File: config.mk
export PLATFORM = sky130hd
export DESIGN_NAME = i2c_xfer_seq
export DESIGN_NICKNAME = d
export VERILOG_FILES = /design/src/rtl/i2c_xfer_seq.sv
export SDC_FILE = /design/constraint.sdc
export NUM_CORES = 1
export LEC_CHECK = 0
export ABC_AREA = 1
export BUFFER_PORTS_ARGS = -buffer_cell sky130_fd_sc_hd__buf_2
export CORE_ASPECT_RATIO = 1.75
export CORE_MARGIN = 2
export CORE_UTILIZATION = 40
export CTS_CLUSTER_SIZE = 24
export DETAILED_ROUTE_END_ITERATION = 6
export PLACE_DENSITY_LB_ADDON = 0.15
export SYNTH_ARGS = -nofsm -noshare
export SYNTH_HDL_FRONTEND = slang
export SYNTH_SLANG_ARGS = --single-unit
File: constraint.sdc
create_clock -name clk -period 1.7 [get_ports clk]
set_input_delay 0.255 -clock clk [delete_from_list [all_inputs] [get_ports clk]]
set_output_delay 0.255 -clock clk [all_outputs]
set_load 0.02 [all_outputs]
File: src/rtl/i2c_xfer_seq.sv
module i2c_xfer_seq #(
  parameter int POLL_MAX = 1000,
  parameter int POLL_GAP = 4,
  parameter int CNT_W    = 8
) (
  input  logic             clk,
  input  logic             rst_n,
  input  logic             start,
  input  logic [1:0]       op,
  input  logic [6:0]       dev_addr,
  input  logic [31:0]      mem_addr,
  input  logic [1:0]       alen_m1,
  input  logic [CNT_W-1:0] count,
  input  logic [7:0]       in_data,
  input  logic             in_valid,
  output logic             in_ready,
  output logic [7:0]       out_data,
  output logic             out_valid,
  output logic             busy,
  output logic             done,
  output logic [31:0]      result,
  output logic             reg_wr,
  output logic             reg_rd,
  output logic [1:0]       reg_addr,
  output logic [7:0]       reg_wdata,
  input  logic [7:0]       reg_rdata
);
  localparam int TW = $clog2(POLL_MAX + 1);
  localparam int GW = $clog2(POLL_GAP + 1);

  localparam logic [7:0] C_EN = 8'h40, C_STA = 8'h20, C_STO = 8'h10, C_ACK = 8'h04;
  localparam logic [7:0] S_BEG = 8'h08, S_RBEG = 8'h10, S_AW = 8'h18, S_DW = 8'h28;
  localparam logic [7:0] S_AR = 8'h40, S_RACK = 8'h50, S_RNAK = 8'h58, S_IDL = 8'hF8;
  localparam logic [1:0] A_DATA = 2'd0, A_CTRL = 2'd1, A_STAT = 2'd2;

  typedef enum logic [3:0] {
    IDLE, STEP, GETB, WDAT, WCTL, GAP, RCTL, RSTA, RDAT, STOPW, SGAP, SPOLL, SCTL, FIN
  } st_t;
  typedef enum logic [2:0] {
    P_START, P_DEV, P_MADDR, P_RST, P_DEVR, P_RECV, P_WDATA, P_STOP
  } ph_t;

  st_t              st;
  ph_t              ph;
  logic             rd_q, probe_q, tmo_q, err_q;
  logic [6:0]       dev_q;
  logic [31:0]      maddr_q;
  logic [1:0]       am1_q;
  logic [CNT_W-1:0] cnt_q, idx;
  logic [7:0]       byte_q, exp_q, ctl_q, last_ctrl, last_stat;
  logic [TW-1:0]    tries;
  logic [GW-1:0]    gap;
  logic [31:0]      res_q;

  wire [CNT_W-1:0] idx_nx  = idx + 1'b1;
  wire             last_rx = (idx_nx == cnt_q);
  wire [4:0]       sh      = {am1_q - idx[1:0], 3'b000};
  wire [31:0]      mshift  = maddr_q >> sh;
  wire             gap_end = (gap == GW'(POLL_GAP - 1));
  wire             try_end = (tries == TW'(POLL_MAX - 1));

  assign busy      = (st != IDLE);
  assign done      = (st == FIN);
  assign result    = res_q;
  assign in_ready  = (st == GETB);
  assign out_valid = (st == RDAT);
  assign out_data  = reg_rdata;

  always_comb begin
    reg_wr = 1'b0; reg_rd = 1'b0; reg_addr = A_DATA; reg_wdata = 8'h00;
    case (st)
      WDAT:  begin reg_wr = 1'b1; reg_addr = A_DATA; reg_wdata = byte_q; end
      WCTL:  begin reg_wr = 1'b1; reg_addr = A_CTRL; reg_wdata = ctl_q; end
      STOPW: begin reg_wr = 1'b1; reg_addr = A_CTRL; reg_wdata = C_EN | C_STO; end
      RCTL, SCTL:  begin reg_rd = 1'b1; reg_addr = A_CTRL; end
      RSTA, SPOLL: begin reg_rd = 1'b1; reg_addr = A_STAT; end
      RDAT:  begin reg_rd = 1'b1; reg_addr = A_DATA; end
      default: ;
    endcase
  end

  always_ff @(posedge clk or negedge rst_n) begin
    if (!rst_n) begin
      st <= IDLE; ph <= P_START; rd_q <= 1'b0; probe_q <= 1'b0; tmo_q <= 1'b0; err_q <= 1'b0;
      dev_q <= '0; maddr_q <= '0; am1_q <= '0; cnt_q <= '0; idx <= '0;
      byte_q <= '0; exp_q <= '0; ctl_q <= '0; last_ctrl <= '0; last_stat <= '0;
      tries <= '0; gap <= '0; res_q <= '0;
    end else begin
      case (st)
        IDLE: if (start) begin
          probe_q <= op[1];
          rd_q    <= (op == 2'd1);
          dev_q   <= dev_addr;
          maddr_q <= mem_addr;
          am1_q   <= alen_m1;
          cnt_q   <= op[1] ? CNT_W'(1) : count;
          ph      <= P_START;
          idx     <= '0;
          res_q   <= '0;
          err_q   <= 1'b0;
          st      <= STEP;
        end
        STEP: begin
          ctl_q <= C_EN;
          case (ph)
            P_START: begin ctl_q <= C_EN | C_STA; exp_q <= S_BEG; st <= WCTL; end
            P_DEV:   begin byte_q <= {dev_q, probe_q}; exp_q <= probe_q ? S_AR : S_AW; st <= WDAT; end
            P_MADDR: begin byte_q <= mshift[7:0]; exp_q <= S_DW; st <= WDAT; end
            P_RST:   begin ctl_q <= C_EN | C_STA; exp_q <= S_RBEG; st <= WCTL; end
            P_DEVR:  begin byte_q <= {dev_q, 1'b1}; exp_q <= S_AR; st <= WDAT; end
            P_RECV:
              if (idx == cnt_q) st <= STOPW;
              else begin
                ctl_q <= last_rx ? C_EN : (C_EN | C_ACK);
                exp_q <= last_rx ? S_RNAK : S_RACK;
                st    <= WCTL;
              end
            P_WDATA:
              if (idx == cnt_q) st <= STOPW;
              else begin exp_q <= S_DW; st <= GETB; end
            default: st <= STOPW;
          endcase
        end
        GETB: if (in_valid) begin byte_q <= in_data; st <= WDAT; end
        WDAT: st <= WCTL;
        WCTL: begin tries <= '0; gap <= '0; st <= GAP; end
        GAP:  if (gap_end) st <= RCTL; else gap <= gap + 1'b1;
        RCTL: begin
          last_ctrl <= reg_rdata;
          if (reg_rdata[3]) begin tmo_q <= 1'b0; st <= RSTA; end
          else if (try_end) begin tmo_q <= 1'b1; st <= RSTA; end
          else begin tries <= tries + 1'b1; gap <= '0; st <= GAP; end
        end
        RSTA: begin
          last_stat <= reg_rdata;
          if (tmo_q) begin
            res_q <= {8'h02, last_ctrl, reg_rdata, exp_q}; err_q <= 1'b1; st <= STOPW;
          end else if (reg_rdata != exp_q) begin
            res_q <= {8'h01, last_ctrl, reg_rdata, exp_q}; err_q <= 1'b1; st <= STOPW;
          end else if (ph == P_RECV) begin
            st <= RDAT;
          end else begin
            st <= STEP;
            case (ph)
              P_START: ph <= P_DEV;
              P_DEV:   ph <= probe_q ? P_RECV : P_MADDR;
              P_MADDR:
                if (idx[1:0] == am1_q) begin ph <= rd_q ? P_RST : P_WDATA; idx <= '0; end
                else idx <= idx_nx;
              P_RST:   ph <= P_DEVR;
              P_DEVR:  ph <= P_RECV;
              P_WDATA: idx <= idx_nx;
              default: ph <= P_STOP;
            endcase
          end
        end
        RDAT:  begin idx <= idx_nx; st <= STEP; end
        STOPW: begin tries <= '0; gap <= '0; st <= SGAP; end
        SGAP:  if (gap_end) st <= SPOLL; else gap <= gap + 1'b1;
        SPOLL: begin
          last_stat <= reg_rdata;
          if (reg_rdata == S_IDL) st <= FIN;
          else if (try_end) st <= err_q ? FIN : SCTL;
          else begin tries <= tries + 1'b1; gap <= '0; st <= SGAP; end
        end
        SCTL: begin res_q <= {8'h02, reg_rdata, last_stat, S_IDL}; st <= FIN; end
        FIN:  st <= IDLE;
        default: st <= IDLE;
      endcase
    end
  end

  a_r11_excl_access: assert property (@(posedge clk) disable iff (!rst_n) !(reg_wr && reg_rd));
  a_r9_done_single: assert property (@(posedge clk) disable iff (!rst_n) done |=> !done);
  a_r9_idle_hold: assert property (@(posedge clk) disable iff (!rst_n) (!busy && !start) |=> !busy);
  a_r9_busy_to_done: assert property (@(posedge clk) disable iff (!rst_n) (busy && !done) |=> busy);
  a_r7_class_range: assert property (@(posedge clk) disable iff (!rst_n) done |-> (result[31:24] <= 8'd2));
  a_r3_rx_in_xfer: assert property (@(posedge clk) disable iff (!rst_n) out_valid |-> (busy && reg_rd));
  a_r8_stop_before_done: assert property (@(posedge clk) disable iff (!rst_n) done |-> $past(reg_rd));
endmodule

Word level (Yosys, flattened, before mapping). Cells that the tools add are included.

Flip-flop bits (word level): 153. Latch bits: 0. Memory bits (writable): 0. Memory bits (read-only): 0. Output and inout port bits: 56. Logic and storage cells: 165. Memories kept: 0.

Add/subtract/negate cells: 4. Multiply operators: 0. Div/mod/pow operators: 0. Magnitude comparators: 0. Equality and inequality tests: 44. Shifts and indexed selects: 1. Multiplexer cells: 67. Bitwise logic cells: 0. Reduce and logical (&&, ||, !) cells: 30.

Operators with widths (number): $mux W32 (3); $pmux W32 S3 (1); $mux W8 (9); $pmux W8 S3 (3); $pmux W8 S7 (1); $pmux W4 S13 (1); $mux W3 (15); $mux W4 (10); $pmux W8 S2 (2); $shr A32 B5 Y8 (1); $mux W10 (3); $pmux W10 S3 (1); $ne A2 B2 Y1 const B (13); $eq A4 B4 Y1 const B (6); $pmux W3 S6 (1); $eq A4 B3 Y1 const B (4); $eq A8 B8 Y1 (2); $pmux W4 S4 (1); $pmux W3 S4 (1); $pmux W6 S2 (1); $reduce_and A3 Y1 (4); $reduce_and A4 Y1 (3); $add A10 B1 Y10 const B (1); $eq A10 B10 Y1 const B (1); 34 further kinds (58).

Depth between registers and ports, before layout. Gate-level depths: netlist (run 1).

Depth after elaboration: 7. Depth in mapped cells: 14.

Worst setup path before layout (run 1). Ideal clock, no wire load.

Kind: register to output. Start: register st[1]. End: output port reg_rd. Arrival time: 1555 ps. Path slack: -110 ps. Cell stages (with the launch flop): 10. Buffers on the path: 3. Cell sequence: dfrtp_1 -> nand2_1 -> inv_1 -> nand2_2 -> buf_6 -> inv_2 -> buf_6 -> nor2_4 -> buf_2 -> o211ai_1.

Word-level cells in the longest chain between the ends: 3.

RTL lines: start: declaration (RTL line 43) `st_t st;`; start signal: assignment (RTL line 84) `st <= IDLE; ph <= P_START; rd_q <= 1'b0; probe_q <= 1'b0; tmo_q <= 1'b0; err_q <= 1'b0;`; start signal: assignment (RTL line 101) `st <= STEP;`; start signal: assignment (RTL line 106) `P_START: begin ctl_q <= C_EN | C_STA; exp_q <= S_BEG; st <= WCTL; end`; $eq A4 B4 Y1 or $eq A4 B3 Y1 (tied branches) (RTL line 71) `case (st)`; $reduce_or A5 Y1 (no source line) (*); $mux W1 (*) (RTL line 71); end: declaration (RTL line 23) `output logic reg_rd,`.

Mark *: on every way between the ends. The rest lies on a longest branch, timed or not.

Final worst setup path (run 1).
Start: register st[0]. End: output port reg_rd.

Same word-level chain as after synthesis.

==> impl_metrics.py, run 1 <==
metrics = {
    "run_status": {
        "run_status": "complete, but fails checks",
        "failed_checks": "negative setup slack",
    },
    "drt": {
        "drt_pass1_iterations": 4,
        "drtIter0Drc": 277,
        "wl_per_cell_microns": 14.3,
        "routed_via_density": 4.80,
        "drc": 0,
        "wirelength_mm": 20.8,
        "number_of_vias_after_detailed_routing": 6977,
        "postRouteAntennaNets": 0,
    },
    "hold_path": {
        "min-delay-path-class": "input port to flip-flop",
        "hp-start": "mem_addr[11]",
    },
    "layout": {
        "final_design_area_no_fill_sq_um": 10200,
        "antennaDiodeCount": 0,
        "area.growth.synth_to_final_pct": 39.4,
        "final_cells": 1453,
        "final_nets": 1283,
        "layout_commonest_cell": "nand2_1",
        "finalCoreUtilization": 0.569,
        "most_frequent_cells_in_the_layout": "nand2_1, dfrtp_1, buf_2, inv_1, buf_4",
        "fillCellCount": 1715,
        "regArea_sq_um": 3380,
        "multiInputGateArea_sq_um": 3600,
        "drive_above_1_share": 0.317,
    },
    "sta": {
        "finalHoldViolCount": 0,
        "fmax_ghz": 0.511,
        "finClkSkew_ns": 0.00756,
        "finalCritPeriodShare": 1.15,
        "slew_violations": 0,
        "fin_crit_ns": 1.96,
        "rsz0062_at_grt": "yes",
        "setup-violations-final": 57,
        "fin_ws_ns": -0.256,
    },
    "synthesis": {
        "ys_async_sr_fraction": 1.00,
        "top_ff_cell_synth": "dfrtp_1",
        "register_bit_count_reported_by_yosys": 135,
        "yosysWarnings": 0,
        "instance_count_of_the_mapped_netlist": 987,
        "synth_edf_count": 0,
        "post_synth.cell_area_avg_sq_um": 7.44,
        "netlist-cell-type-count": 36,
        "seq_area_frac_synth": 0.460,
        "netlist_area_pre_place_sq_um": 7340,
    },
    "global_route": {
        "largest_net_degree_at_the_start_of_global_routing": 44,
        "grt_antenna_before_repair": 0,
        "globalRouteOverflowTotal": 0,
        "grt_util_all_layers": 0.212,
        "grt_pass1_wl_mm": 32.2,
        "first_global_vias": 6709,
    },
    "placed_design": {
        "numPortBuffers": 117,
        "place_congestion": 0.915,
        "placed_cell_area_sq_um": 8680,
        "pre_cts_ws_ns": -0.0387,
        "place.detailed.hpwl_mm": 15.1,
        "dp_cells": 1381,
    },
    "setup_path": {
        "critical_path.cell_chain": "inv_2 > nand2_8 > nor2_4 > inv_4 > buf_6 > o211ai_1 > buf_4",
        "regToRegStartpoint": "st[2]",
        "data_arrival_time_of_the_critical_path_ns": 1.70,
        "slowest_delay_ns": 0.46,
        "critical_path_peak_fanout": 4,
        "endpoint_kind": "primary output",
        "worst_setup_path_startpoint": "st[0]",
        "critical_path.startpoint_type": "flip-flop",
        "critPathBufInv": 4,
        "timing.critical_path.slowest_stage_cell": "dfrtp_2",
        "timing_worst_setup_path_type": "flip-flop to primary output",
        "timing.critical_path.required_ns": 1.44,
        "path_delay_family": "buffers and inverters",
    },
    "die": {
        "row_count": 65,
        "fp.dieArea_sq_um": 19500,
        "floorplan.core_area_sq_um": 18000,
        "initial_core_util": 0.408,
        "die_width_microns": 106,
        "die_h_microns": 183,
        "ios": 127,
    },
    "clock_tree": {
        "max-clock-path-buffers": 2,
        "worstSkewPairLatency_ns": 0.42,
        "clk_root_buffer_cell": "clkbuf_16",
        "cts_max_level": 4,
        "clk_pin_slew_ns": 0.06,
        "clock_sink_count": 135,
        "numCtsBuffers": 17,
        "clock_tree_from_tritoncts": "built",
    },
    "power_and_ir_drop": {
        "power_leakage_uw": 0.00529,
        "pwr_density_cell_nw_per_um2": 1770,
        "ir_worst_vdd_mv": 0.814,
    },
    "run": {
        "max_cap_viol_count": 0,
    },
}
==> registers in the layout (all words and copies together), names as in the netlist <==
name,count
am1_q,2
result,23
st,4
ph,3
exp_q,4
tries,10
dev_q,7
maddr_q,32
cnt_q,8
ctl_q,3
err_q,1
byte_q,8
gap,3
probe_q,1
rd_q,1
idx,8
last_stat,8
tmo_q,1
last_ctrl,8
==> final cells by class <==
type / instances / area share
Clock buffer: 19 / 0.0423
Clock inverter: 12 / 0.0175
Tap cell: 234 / 0.0286
Timing Repair Buffer: 240 / 0.182
Timing Repair inverter: 1 / 0.000611
Multi-Input combinational cell: 692 / 0.352
Inverter: 120 / 0.0462
Sequential cell: 135 / 0.331
==> cell usage after synthesis (2+ instances only) <==
master / count / area share
inv_1: 113 / 0.058
xnor2_1: 4 / 0.0048
nand3b_1: 2 / 0.0020
a21oi_1: 15 / 0.010
buf_4: 19 / 0.019
nand4_1: 8 / 0.0068
nand2_2: 5 / 0.0043
nor2_4: 4 / 0.0061
inv_2: 6 / 0.0031
nand2_1: 364 / 0.19
o21ai_1: 15 / 0.010
ha_1: 5 / 0.0085
o211ai_1: 15 / 0.015
nor2_2: 5 / 0.0043
nor3_1: 6 / 0.0041
a22o_1: 4 / 0.0048
nand4_2: 2 / 0.0034
o211ai_2: 11 / 0.019
dfrtp_1: 135 / 0.46
o22ai_1: 2 / 0.0017
buf_6: 3 / 0.0046
clkbuf_1: 11 / 0.0056
xor2_1: 9 / 0.011
o21ai_2: 6 / 0.0072
o21ai_0: 79 / 0.054
a31oi_1: 2 / 0.0017
nor2_1: 76 / 0.039
nand3_1: 39 / 0.027
buf_2: 14 / 0.0095
buf_8: 2 / 0.0041
==> final timing paths <==
kind	endpoint	slack [ns]	depth (start not counted)
worst max-delay path	reg_rd	-0.26	7
worst min-delay path	maddr_q[11]	0.03	3
worst max register to register	idx[0]	-0.15	11
worst min register to register	ctl_q[6]	0.45	2
max in group asynchronous	st[1]	0.86	3
min in group asynchronous	cnt_q[3]	0.30	2
==> routing by layer <==
metal,global-route usage,wire length [microns],up-vias
met3,0.0341,680,47
li1,-,-,3540
met4,0.102,868,0
met5,0,0,-
met1,0.224,7870,3224
met2,0.400,11400,166
==> power breakdown <==
group | internal, uW | leakage (uW) | switching, uW
clock network | 2440 | 0.000289 | 1400
registers | 4490 | 0.00172 | 764
logic | 3890 | 0.00328 | 5110
total | 10800 | 0.00529 | 7270
==> cell families after synthesis <==
group	after synthesis	share of synthesized area
DFF	135	0.460
adders and majority gates	5	0.00852
xor gates and xnor gates	13	0.0155
and+or+nand+nor	513	0.284
AOI/OAI and AO/OA	151	0.126
buffers and inverters	169	0.105
other	1	0.000511
==> worst reg2reg max path, cell delays in order (launching register included) <==
cell and delay [ns]:
dfrtp_1 0.41, inv_2 0.10, nor2_2 0.18, nand2_4 0.09, buf_4 0.16, nor2_4 0.13, nand2_1 0.07, a21oi_1 0.15
nand2_2 0.09, inv_2 0.14, nand2_2 0.09, o21ai_1 0.15
==> metrics by stage <==
step	hold WS, ns	setup TNS, ns	power [uW]
2_1_floorplan	-0.0406	-0.0119	9740
3_3_place_gp	0.186	0	12300
6_report	0.0261	-5.07	18100
3_5_place_dp	0.183	-0.0495	12400
5_1_grt	0.0151	-10.88	19400
4_1_cts	0.0110	-4.72	17200
==> what timing repair did <==
action	in CTS	in global routing
cloned	1	6
setup buffers	16	19
endpoints found under the setup margin	24	125
resized for setup	77	115
hold buffers	1	0
hold endpoints to repair	30	0
pin swaps	18	45
No activity file was read; power rests on OpenSTA's default activity.
==> run 2, diff against run 1 <==
--- a/config.mk
+++ b/config.mk
@@ -9,9 +9,10 @@
 export BUFFER_PORTS_ARGS = -buffer_cell sky130_fd_sc_hd__buf_2
 export CORE_ASPECT_RATIO = 1.75
 export CORE_MARGIN = 2
-export CORE_UTILIZATION = 40
+export CORE_UTILIZATION = 51
 export CTS_CLUSTER_SIZE = 24
 export DETAILED_ROUTE_END_ITERATION = 6
+export HOLD_SLACK_MARGIN = 0.08
 export PLACE_DENSITY_LB_ADDON = 0.15
 export SYNTH_ARGS = -nofsm -noshare
 export SYNTH_HDL_FRONTEND = slang
==> impl_metrics.py, run 2 (synthesized netlist as in run 1, its figures left out) <==
metrics = {
    "clock_tree": {
        "clock_sink_count": 135,
        "clock_tree_from_tritoncts": "built",
        "clk_pin_slew_ns": 0.06,
        "clk_root_buffer_cell": "clkbuf_16",
        "worstSkewPairLatency_ns": 0.42,
        "max-clock-path-buffers": 2,
        "numCtsBuffers": 17,
        "cts_max_level": 4,
    },
    "sta": {
        "fmax_ghz": 0.507,
        "fin_ws_ns": -0.274,
        "finClkSkew_ns": 0.00732,
        "finalCritPeriodShare": 1.16,
        "slew_violations": 0,
        "fin_crit_ns": 1.97,
        "setup-tns-final_ns": -4.36,
        "finalHoldViolCount": 0,
        "setup-violations-final": 53,
        "rsz0062_at_grt": "yes",
    },
    "placed_design": {
        "place.detailed.hpwl_mm": 14.3,
        "dp_cells": 1316,
        "place_congestion": 0.952,
        "numPortBuffers": 117,
    },
    "drt": {
        "drc": 0,
        "drt_pass1_iterations": 5,
        "postRouteAntennaNets": 0,
        "routed_via_density": 5.21,
        "number_of_vias_after_detailed_routing": 7493,
        "wl_per_cell_microns": 15.6,
        "drtIter0Drc": 319,
        "wirelength_mm": 22.4,
    },
    "layout": {
        "area.growth.synth_to_final_pct": 45.4,
        "largest_reg_flops": 32,
        "final_nets": 1321,
        "reg_top3": "maddr_q x32, result x23, tries x10",
        "top_register": "maddr_q",
        "antennaDiodeCount": 0,
        "drive_above_1_share": 0.320,
        "final_cells": 1438,
        "most_frequent_cells_in_the_layout": "nand2_1, dfrtp_1, buf_2, inv_1, buf_4",
        "layout_commonest_cell": "nand2_1",
    },
    "die": {
        "initial_core_util": 0.516,
        "ios": 127,
        "die_width_microns": 94.7,
        "floorplan.core_area_sq_um": 14200,
        "fp.dieArea_sq_um": 15400,
        "die_h_microns": 163,
        "row_count": 58,
    },
    "setup_path": {
        "critical_path.startpoint_type": "flip-flop",
        "data_arrival_time_of_the_critical_path_ns": 1.72,
        "critical_path.cell_chain": "inv_2 > nand2_4 > nor2_4 > inv_4 > buf_6 > o211ai_1 > buf_4",
        "timing_worst_setup_path_type": "flip-flop to primary output",
        "critical_path_peak_fanout": 6,
        "timing.critical_path.slowest_stage_cell": "dfrtp_2",
        "slowest_delay_ns": 0.49,
        "timing.critical_path.required_ns": 1.44,
        "endpoint_kind": "primary output",
    },
    "power_and_ir_drop": {
        "ir_worst_vdd_mv": 1.00,
        "power_leakage_uw": 0.00545,
        "pwr_density_cell_nw_per_um2": 1690,
    },
    "run_status": {
        "run_status": "complete, but fails checks",
        "failed_checks": "negative setup slack",
    },
    "global_route": {
        "grt_antenna_before_repair": 0,
        "grt_pass1_wl_mm": 34.1,
        "largest_net_degree_at_the_start_of_global_routing": 60,
        "grt_util_all_layers": 0.281,
        "globalRouteOverflowTotal": 0,
        "first_global_vias": 7479,
    },
    "run": {
        "max_cap_viol_count": 0,
    },
    "hold_path": {
        "min-delay-path-class": "input port to flip-flop",
    },
}
[run 2: cell types whose count changed in the layout (fill, tap and decap cells not counted), sizes merged]
cell	delta
dlygate4sd3	+49
buf	-10
bufinv	-3
inv	+3
clkinv	+1
nand2	-1
[run 2: final cells by class]
type | instances | area, sq um
Fill cell | 1038 | 3550
Inverter | 120 | 477
Timing Repair Buffer | 280 | 2340
Multi-Input combinational cell | 691 | 3680
Clock inverter | 14 | 138
Sequential cell | 135 | 3390
Tap cell | 180 | 225
Clock buffer | 18 | 429
[run 2: per-layer routing]
metal	part of all wire	vias up	GRT usage
li1	-	3608	-
met1	0.35	3570	0.296
met2	0.56	232	0.524
met3	0.041	83	0.0551
met4	0.045	0	0.131
met5	0	-	0
[run 2: worst paths after layout]
path	slack, ns	to	depth (start not counted)	from
min in group asynchronous	0.33	result[17]	2	rst_n
setup reg to reg	-0.11	gap[1]	13	st[2]
max in group asynchronous	0.75	st[0]	3	rst_n
setup / recovery	-0.27	reg_rd	7	st[3]
hold reg to reg	0.46	ctl_q[6]	2	ctl_q[6]
hold / removal	0.11	result[17]	3	reg_rdata[1]
[run 2: critical path: cells and delay by family, from the launching register on]
kind,cells,cell delay (ns)
AO/OA/AOI/OAI,1,0.10
buffers and inverters,4,0.47
flip-flops,1,0.49
AND/OR/NAND/NOR,2,0.23
[run 2: stage by stage]
| step | setup WS, ns | hold WS, ns | util | instance area (sq um) | total power [uW] |
|---|---|---|---|---|---|
| 2_1_floorplan | -0.0119 | -0.0406 | - | 7380 | 9740 |
| 3_3_place_gp | -0.00812 | 0.223 | 0.600 | 8530 | 11900 |
| 3_5_place_dp | -0.0144 | 0.227 | 0.600 | 8530 | 12100 |
| 4_1_cts | -0.233 | 0.102 | 0.709 | 10100 | 16700 |
| 5_1_grt | -0.333 | 0.116 | 0.750 | 10700 | 19200 |
| 6_report | -0.274 | 0.106 | 0.750 | 10700 | 18000 |
[run 2: timing repair]
item                       4_1_cts  5_1_grt
hold endpoints to repair        90        0
gates resized for setup        105      116
pin swaps                       19       35
hold buffers                    50        0
setup buffers                   21       15
setup endpoints to repair       20       93
cloned                           1        5
[run 2: where the power goes]
| group | total, uW | internal [uW] | leakage, uW | switching (uW) |
|---|---|---|---|---|
| combinational | 9130 | 3910 | 0.00346 | 5220 |
| sequential | 5300 | 4490 | 0.00172 | 805 |
| clock | 3580 | 2040 | 0.000273 | 1540 |
| total | 18000 | 10400 | 0.00545 | 7560 |
